**src/rtl/sclk_gen_pkg.sv**
```systemverilog
package sclk_gen_pkg;

  // Per-cycle strobes from the counter control to the clock datapath.
  typedef struct packed {
    logic clear;    // reset or configure-enable: hold everything idle
    logic bypass;   // stored bypass flag
    logic hitHigh;  // prescaler tick with cycle counter at the rise point
    logic hitLow;   // prescaler tick with cycle counter at the fall point
  } sclkCtl_t;

endpackage

```
**src/rtl/sclk_gen_ctrl.sv**
```systemverilog
module sclk_gen_ctrl
  import sclk_gen_pkg::*;
#(
  parameter int CNT_W = 6,
  parameter int PRE_W = 13,
  localparam int CFG_W = 3 * CNT_W + PRE_W + 1
) (
  input  logic             clk,
  input  logic             rst,
  input  logic             cfgEn,
  input  logic [CFG_W-1:0] cfgWord,
  output sclkCtl_t         ctl
);

  localparam int LOW_LSB  = 0;
  localparam int HIGH_LSB = CNT_W;
  localparam int LEN_LSB  = 2 * CNT_W;
  localparam int PRE_LSB  = 3 * CNT_W;
  localparam int BYP_BIT  = 3 * CNT_W + PRE_W;

  logic [CFG_W-1:0] cfgReg;
  logic [PRE_W-1:0] preCnt;
  logic [CNT_W-1:0] cycCnt;

  logic [CNT_W-1:0] cfgLow, cfgHigh, cfgLen;
  logic [PRE_W-1:0] cfgPre;
  logic             cfgByp;
  logic             preTick;
  logic             cycWrap;

  assign cfgLow  = cfgReg[LOW_LSB  +: CNT_W];
  assign cfgHigh = cfgReg[HIGH_LSB +: CNT_W];
  assign cfgLen  = cfgReg[LEN_LSB  +: CNT_W];
  assign cfgPre  = cfgReg[PRE_LSB  +: PRE_W];
  assign cfgByp  = cfgReg[BYP_BIT];

  assign preTick = (preCnt == cfgPre);
  assign cycWrap = (cycCnt == cfgLen);

  // Configuration register: loads only while configure-enable is high.
  always_ff @(posedge clk) begin
    if (rst) begin
      cfgReg <= '0;
    end else if (cfgEn) begin
      cfgReg <= cfgWord;
    end
  end

  // Prescaler stage: counts 0..P, ticks on P.
  always_ff @(posedge clk) begin
    if (rst || cfgEn) begin
      preCnt <= '0;
    end else if (preTick) begin
      preCnt <= '0;
    end else begin
      preCnt <= preCnt + 1'b1;
    end
  end

  // Cycle stage: advances per tick, wraps from N to 0.
  always_ff @(posedge clk) begin
    if (rst || cfgEn) begin
      cycCnt <= '0;
    end else if (preTick) begin
      cycCnt <= cycWrap ? '0 : cycCnt + 1'b1;
    end
  end

  always_comb begin
    ctl.clear   = rst | cfgEn;
    ctl.bypass  = cfgByp;
    ctl.hitHigh = preTick && (cycCnt == cfgHigh) && !(rst || cfgEn);
    ctl.hitLow  = preTick && (cycCnt == cfgLow)  && !(rst || cfgEn);
  end

  // prescaler never passes its terminal value.
  p_pre_bound_r2: assert property (@(posedge clk) disable iff (rst)
    preCnt <= cfgPre);

  // cycle counter never passes N.
  p_cyc_bound_r2: assert property (@(posedge clk) disable iff (rst)
    cycCnt <= cfgLen);

  // stored configuration is frozen while configure-enable is low.
  p_cfg_frozen_r6: assert property (@(posedge clk) disable iff (rst)
    !cfgEn |=> $stable(cfgReg));

  // counters restart from zero after a configure cycle.
  p_cfg_clears_r6: assert property (@(posedge clk) disable iff (rst)
    cfgEn |=> (preCnt == '0) && (cycCnt == '0));

endmodule

```
**src/rtl/sclk_gen_dp.sv**
```systemverilog
module sclk_gen_dp
  import sclk_gen_pkg::*;
(
  input  logic     clk,
  input  logic     rst,
  input  sclkCtl_t ctl,
  output logic     sclk,
  output logic     riseStb,
  output logic     fallStb
);

  logic level;
  logic riseReg;
  logic fallReg;
  logic bypOn;
  logic nextLevel;

  // Rise and fall at the same tick (H == L) means toggle.
  always_comb begin
    nextLevel = level;
    if (ctl.hitHigh && ctl.hitLow) begin
      nextLevel = !level;
    end else if (ctl.hitHigh) begin
      nextLevel = 1'b1;
    end else if (ctl.hitLow) begin
      nextLevel = 1'b0;
    end
  end

  always_ff @(posedge clk) begin
    if (ctl.clear) begin
      level   <= 1'b0;
      riseReg <= 1'b0;
      fallReg <= 1'b0;
      bypOn   <= 1'b0;
    end else begin
      level   <= nextLevel;
      riseReg <= nextLevel && !level;
      fallReg <= !nextLevel && level;
      bypOn   <= ctl.bypass;
    end
  end

  assign sclk    = bypOn ? clk : level;
  assign riseStb = bypOn | riseReg;
  assign fallStb = bypOn | fallReg;

  // a rise strobe lasts a single cycle in the divided clock.
  p_rise_single_r8: assert property (@(posedge clk) disable iff (rst)
    (riseReg && !bypOn) |=> !riseReg);

  // a rise strobe coincides with the first high cycle of the level.
  p_rise_level_r8: assert property (@(posedge clk) disable iff (rst)
    riseReg |-> (level && !$past(level)));

  // a fall strobe coincides with the first low cycle of the level.
  p_fall_level_r8: assert property (@(posedge clk) disable iff (rst)
    fallReg |-> (!level && $past(level)));

  // configure-enable leaves the outputs idle on the next cycle.
  p_clear_idle_r6: assert property (@(posedge clk) disable iff (rst)
    ctl.clear |=> (!level && !riseStb && !fallStb));

endmodule

```
**src/rtl/sclk_gen.sv**
```systemverilog
module sclk_gen
  import sclk_gen_pkg::*;
#(
  parameter int CNT_W = 6,
  parameter int PRE_W = 13
) (
  input  logic        clk,
  input  logic        rst,
  input  logic        cfgEn,
  input  logic [31:0] cfgWord,
  output logic        sclk,
  output logic        riseStb,
  output logic        fallStb
);

  sclkCtl_t ctl;

  sclk_gen_ctrl #(.CNT_W(CNT_W), .PRE_W(PRE_W)) u_ctrl (
    .clk     (clk),
    .rst     (rst),
    .cfgEn   (cfgEn),
    .cfgWord (cfgWord),
    .ctl     (ctl)
  );

  sclk_gen_dp u_dp (
    .clk     (clk),
    .rst     (rst),
    .ctl     (ctl),
    .sclk    (sclk),
    .riseStb (riseStb),
    .fallStb (fallStb)
  );

endmodule

```
**config.mk**
```make
export PLATFORM = sky130hd
export DESIGN_NAME = sclk_gen
export DESIGN_NICKNAME = d
export VERILOG_FILES = /design/src/rtl/sclk_gen_pkg.sv /design/src/rtl/sclk_gen_ctrl.sv /design/src/rtl/sclk_gen_dp.sv /design/src/rtl/sclk_gen.sv
export SDC_FILE = /design/constraint.sdc
export NUM_CORES = 1
export LEC_CHECK = 0
export BUFFER_PORTS_ARGS = -buffer_cell sky130_fd_sc_hd__buf_2
export CAP_MARGIN = 20
export CORE_MARGIN = 4
export CORE_UTILIZATION = 40
export CTS_BUF_LIST = sky130_fd_sc_hd__clkbuf_4
export CTS_CLUSTER_SIZE = 12
export DETAILED_ROUTE_END_ITERATION = 16
export PLACE_DENSITY = 0.63
export REMOVE_ABC_BUFFERS = 1
export SYNTH_ARGS = -nofsm -noshare
export SYNTH_HDL_FRONTEND = slang
export SYNTH_SLANG_ARGS = --single-unit
```
**constraint.sdc**
```tcl
create_clock -name clk -period 2.6 [get_ports clk]
set_clock_uncertainty 0.05 [all_clocks]
set_input_delay 0.26 -clock clk [delete_from_list [all_inputs] [get_ports clk]]
set_output_delay 0.26 -clock clk [all_outputs]
set_load 0.02 [all_outputs]
```
==> results.toml, run 1 <==
[place]
routabilityCongestion = 0.802
hpwl_mm = 3.30
port_buffers = 37

[die]
dieHeight_microns = 86.5
start_util_pct = 41.4
dieArea_sq_um = 7490
core_sq_um = 5960
die_x_microns = 86.5
ioPinCount = 38
rows = 28

[final_layout]
syn_to_final_growth_pct = 25.8
layout_common_cells = "dfxtp_1 (55), nor2_1 (49), buf_2 (37)"
antenna_cells = 0
seqCellArea_sq_um = 1100
multi_input_area_sq_um = 1280
final_util_pct = 52.1
drive_above_1_share_pct = 18.6
final_common_cell = "dfxtp_1"
fin_nets = 359
n_fill_cell = 574

[route]
vias = 1851
dr.pass1.iters = 4
drc = 0
first_iter_violations = 110
ant_nets = 0
avgRoutedWirePerCell_microns = 12.3
vias_per_cell = 4.65
totalWireLength_mm = 4.90

[synthesis]
synth_seq_cells = 55
syn-cell-area_sq_um = 2470
syn_inst = 255
yosysWarningCount = 0
synth.distinct_cells = 31
avgSynthCellArea_sq_um = 9.68
ys_seq_area_share_pct = 44.6

[status]
status = "finished, final reports clean"

[sta]
hold_viol = 0
drv_slew = 0
max_slew_margin_pct = 58.7
setup_viol = 0
worst_slew_pin_slew_ns = 0.614
rsz0062_at_grt = "no"
tns_ns = 0

[power]
p_per_area_nw_per_um2 = 500
p_leak_nw = 1.32
ir_drop_v = 0.000226
p_total_mw = 1.55

[critical_path]
required_ns = 2.29
critical_path.top_delay_family = "buffers and inverters"
cp_common_cell = "clkbuf_4"
endpoint_kind = "output port"
crit_buf_inv = 3
cp.arrival_ns = 1.95
cp_slowest_cell = "mux2_2"
crit_type = "clk -> out"
crit_chain = "clkbuf_4 > clkbuf_4 > mux2_2 > buf_2"
max_stage_delay_ns = 0.26
critPathMaxFanout = 2
cp-start-kind = "clock port"

[grt]
grt_pass1_vias = 1845
grt_max_degree = 33
antenna_found_initial = 0
grt_pass1_wl_mm = 8.54
groute.usage.overall_pct = 14.3
grt-ovfl-total = 0

[job]
cap_viol_max_count = 0

[worst_hold_path]
worstHoldPathType = "in -> reg"

[clock_network]
clk_pin_slew_ns = 0.15
cts_resized = 0
postCtsSetupRepairBufs = 0
insertion_delay_ns = 0.49
cts_tree = "built"
[timing repair]
item                                    CTS  global route
hold endpoints to repair                 32             0
endpoints found under the setup margin    0             0
hold buffers                             32             0
[synthesized netlist by cell type]
| cell type | instances | area [sq um] |
|---|---|---|
| dfxtp_1 | 55 | 1100 |
| nor2_1 | 49 | 184 |
| mux2i_1 | 32 | 320 |
| xnor2_1 | 29 | 254 |
| xor2_1 | 13 | 114 |
| clkbuf_1 | 11 | 41.3 |
| nand3_1 | 8 | 40.0 |
| and3_1 | 6 | 37.5 |
| nand4_1 | 5 | 31.3 |
| a32o_1 | 4 | 40.0 |
| buf_2 | 4 | 20.0 |
| nand2_1 | 4 | 15.0 |
| nor3b_1 | 4 | 30.0 |
| o21ai_1 | 4 | 20.0 |
| inv_1 | 3 | 11.3 |
| nor3_1 | 3 | 15.0 |
| nor4_1 | 3 | 18.8 |
| or2_2 | 3 | 18.8 |
| ha_1 | 2 | 25.0 |
| nand2b_1 | 2 | 12.5 |
| a211oi_2 | 1 | 12.5 |
| a21oi_1 | 1 | 5.00 |
| a41oi_2 | 1 | 16.3 |
| and2_1 | 1 | 6.26 |
| and2b_1 | 1 | 7.51 |
| buf_6 | 1 | 11.3 |
| mux2_2 | 1 | 11.3 |
| nand3b_1 | 1 | 7.51 |
| nor3_2 | 1 | 10.0 |
| nor4_4 | 1 | 21.3 |
| o2bb2ai_1 | 1 | 8.76 |
[kinds of logic after synthesis]
| family | count (synthesis) | share of synthesized area [%] |
|---|---|---|
| AO/OA/AOI/OAI | 12 | 4.16 |
| XOR/XNOR | 42 | 14.9 |
| adder cells (fa/ha/maj) | 2 | 1.01 |
| buffers and inverters | 19 | 3.40 |
| flip-flops | 55 | 44.6 |
| multiplexers | 33 | 13.4 |
| AND/OR/NAND/NOR | 92 | 18.5 |
[metrics by stage]
step / cell area [sq um] / std cells / hold WS (ns) / setup slack (ns)
3_5_place_dp: 2700 / 355 / 0.406 / 0.601
2_1_floorplan: 2390 / 239 / 0.282 / 0.685
3_3_place_gp: 2700 / 355 / 0.399 / 0.601
5_1_grt: 3100 / 398 / 0.0933 / 0.312
4_1_cts: 3100 / 398 / 0.0774 / 0.322
6_report: 3100 / 398 / 0.0902 / 0.339
[final timing paths]
kind         slack, ns  cells past startpoint                           start                            to
min               0.09                      3                           cfgEn         u_dp.level$_SDFF_PP0_
min reg2reg       0.44                      1  u_ctrl.cfgReg[31]$_SDFFE_PP0P_         u_dp.bypOn$_SDFF_PP0_
max reg2reg       0.65                      6     u_ctrl.preCnt[8]$_SDFF_PP0_  u_ctrl.preCnt[10]$_SDFF_PP0_
max               0.34                      4                             clk                          sclk
[final cells by class]
type                       count  area share, %
clock buffer                  10           2.34
clock inverter                 2          0.403
inverter                       3          0.363
multi-input combinational    181           41.3
sequential                    55           35.5
tap                           75           3.02
timing repair buffer          72           17.1
[routing by layer]
layer	wire [microns]	share of wire [%]	GRT usage (%)
met5	0	0	0
met2	2120	43	21.1
met1	2510	51	20.0
met3	197	4.0	3.52
met4	63	1.3	5.67
[state kept, by name, indices dropped and copies added, names as in the netlist]
name / count
u_ctrl.cfgReg: 32
u_ctrl.preCnt: 13
u_ctrl.cycCnt: 6
u_dp.bypOn: 1
u_dp.fallReg: 1
u_dp.level: 1
u_dp.riseReg: 1
[power breakdown]
group	switching, mW	internal, mW	total (mW)
registers	0.0252	0.876	0.901
logic	0.0905	0.116	0.206
clock network	0.278	0.168	0.446
total	0.394	1.16	1.55
[worst reg2reg max path, delay by kind of cell, from the launching register on]
kind	cells	cell delay, ns
and+or+nand+nor	4	0.97
DFF	1	0.45
buffers and inverters	1	0.22
xor gates and xnor gates	1	0.14
No activity file was read; power rests on OpenSTA's default activity.
==> inputs of run 2 (changes only) <==
- GPL_TIMING_DRIVEN: unset -> 0
- REMOVE_ABC_BUFFERS: 1 -> unset
==> results.toml, run 2 (synthesis gave the netlist of run 1 again) <==
[status]
status = "finished, final reports clean"

[critical_path]
critical_path.top_delay_family = "buffers and inverters"
endpoint_kind = "output port"
cp_common_cell = "clkbuf_4"
cp-start-kind = "clock port"
max_stage_delay_ns = 0.25
rrSetupSlack_ns = 0.70
required_ns = 2.29
cp.arrival_ns = 1.93
worstRegToRegCells = 6
cp_slowest_cell = "mux2_2"
crit_chain = "clkbuf_4 > clkbuf_4 > mux2_2 > buf_2"
critPathMaxFanout = 2
worst-path-stages = 4
crit_buf_inv = 3
crit_type = "clk -> out"

[die]
core_sq_um = 5960
die_x_microns = 86.5
dieHeight_microns = 86.5
ioPinCount = 38
dieArea_sq_um = 7490
start_util_pct = 41.4
rows = 28

[sta]
hold_viol = 0
max_slew_margin_pct = 60.6
tns_ns = 0
worst_slew_pin_slew_ns = 0.588
drv_slew = 0
setup_viol = 0
rsz0062_at_grt = "no"

[final_layout]
top_register = "u_ctrl.cfgReg"
reg_top3 = "u_ctrl.cfgReg: 32 flops, u_ctrl.preCnt: 13 flops, u_ctrl.cycCnt: 6 flops"
antenna_cells = 0
layout_common_cells = "dfxtp_1 (55), nor2_1 (49), buf_2 (39)"
final_util_pct = 52.5
largest_reg_flops = 32
final_common_cell = "dfxtp_1"
drive_above_1_share_pct = 17.2
syn_to_final_growth_pct = 26.7
fin_nets = 369

[power]
ir_drop_v = 0.000200
p_leak_nw = 1.32
p_per_area_nw_per_um2 = 489

[route]
first_iter_violations = 88
dr.pass1.iters = 4
vias_per_cell = 4.72
ant_nets = 0
totalWireLength_mm = 5.24
avgRoutedWirePerCell_microns = 12.9
drc = 0
vias = 1920

[place]
port_buffers = 35
routabilityCongestion = 0.766
hpwl_mm = 3.57

[grt]
antenna_found_initial = 0
groute.usage.overall_pct = 15.4
grt_pass1_vias = 1981
grt-ovfl-total = 0
grt_pass1_wl_mm = 8.89
grt_max_degree = 16

[clock_network]
insertion_delay_ns = 0.48
postCtsSetupRepairBufs = 0
clk_pin_slew_ns = 0.15
cts_tree = "built"

[worst_hold_path]
min_path_cells = 2
worstHoldPathType = "in -> reg"

[synthesis]
synth_nets = 292

[job]
cap_viol_max_count = 0
[run 2: cell count changes in the layout (fill, tap and decap cells not counted), sizes merged]
cell | previous run | this run
clkbuf | 9 | 19
clkinvlp | 1 | 0
buf | 41 | 40
clkinv | 1 | 2
[run 2: final timing paths]
check / from / endpoint
setup / recovery: clk / sclk
hold / removal: rst / u_ctrl.cfgReg[11]$_SDFFE_PP0P_
setup reg to reg: u_ctrl.cycCnt[3]$_SDFFE_PP0N_ / u_ctrl.cycCnt[3]$_SDFFE_PP0N_
hold reg to reg: u_ctrl.cfgReg[31]$_SDFFE_PP0P_ / u_dp.bypOn$_SDFF_PP0_
[run 2: power breakdown]
group	leakage (nW)	switching, mW	internal [mW]	total, mW
Sequential	0.450	0.0241	0.876	0.900
Combinational	0.822	0.0956	0.117	0.212
Clock	0.0531	0.268	0.149	0.417
Total	1.32	0.388	1.14	1.53
[run 2: metrics by stage]
stage | hold slack [ns] | total power, mW | worst slack [ns] | instances | cell area (sq um)
6_report | 0.0539 | 1.53 | 0.355 | 407 | 3130
5_1_grt | 0.0559 | 1.61 | 0.337 | 407 | 3130
4_1_cts | 0.0382 | 1.55 | 0.344 | 407 | 3130
3_5_place_dp | 0.399 | 1.10 | 0.601 | 365 | 2740
3_3_place_gp | 0.392 | 1.09 | 0.601 | 365 | 2740
2_1_floorplan | 0.357 | 1.04 | 0.685 | 255 | 2470
[run 2: worst reg2reg max path, cell delays in order, from the launching register on]
cell and delay [ns]:
dfxtp_1 0.33, clkbuf_1 0.33, xnor2_1 0.17, nand4_1 0.12, nor3_2 0.29, and2b_1 0.28
a32o_1 0.23
[run 2: cell type report]
cell class	count	area [sq um]
tap	75	93.8
sequential	55	1100
inverter	3	11.3
timing repair buffer	66	490
fill	567	2830
clock inverter	2	8.76
buffer	16	72.6
multi-input combinational	181	1280
clock buffer	9	65.1
[run 2: metal layers]
layer / global-route usage [%] / part of all wire (%) / vias up
met4: 6.37 / 1.6 / 0
met2: 24.1 / 45 / 30
met3: 5.61 / 4.3 / 6
met5: 0 / 0 / -
met1: 19.1 / 49 / 874
li1: - / - / 1010
[run 2: timing repair]
item	CTS	global route
hold buffers	32	0
resized for setup	0	0
endpoints found under the hold margin	32	0
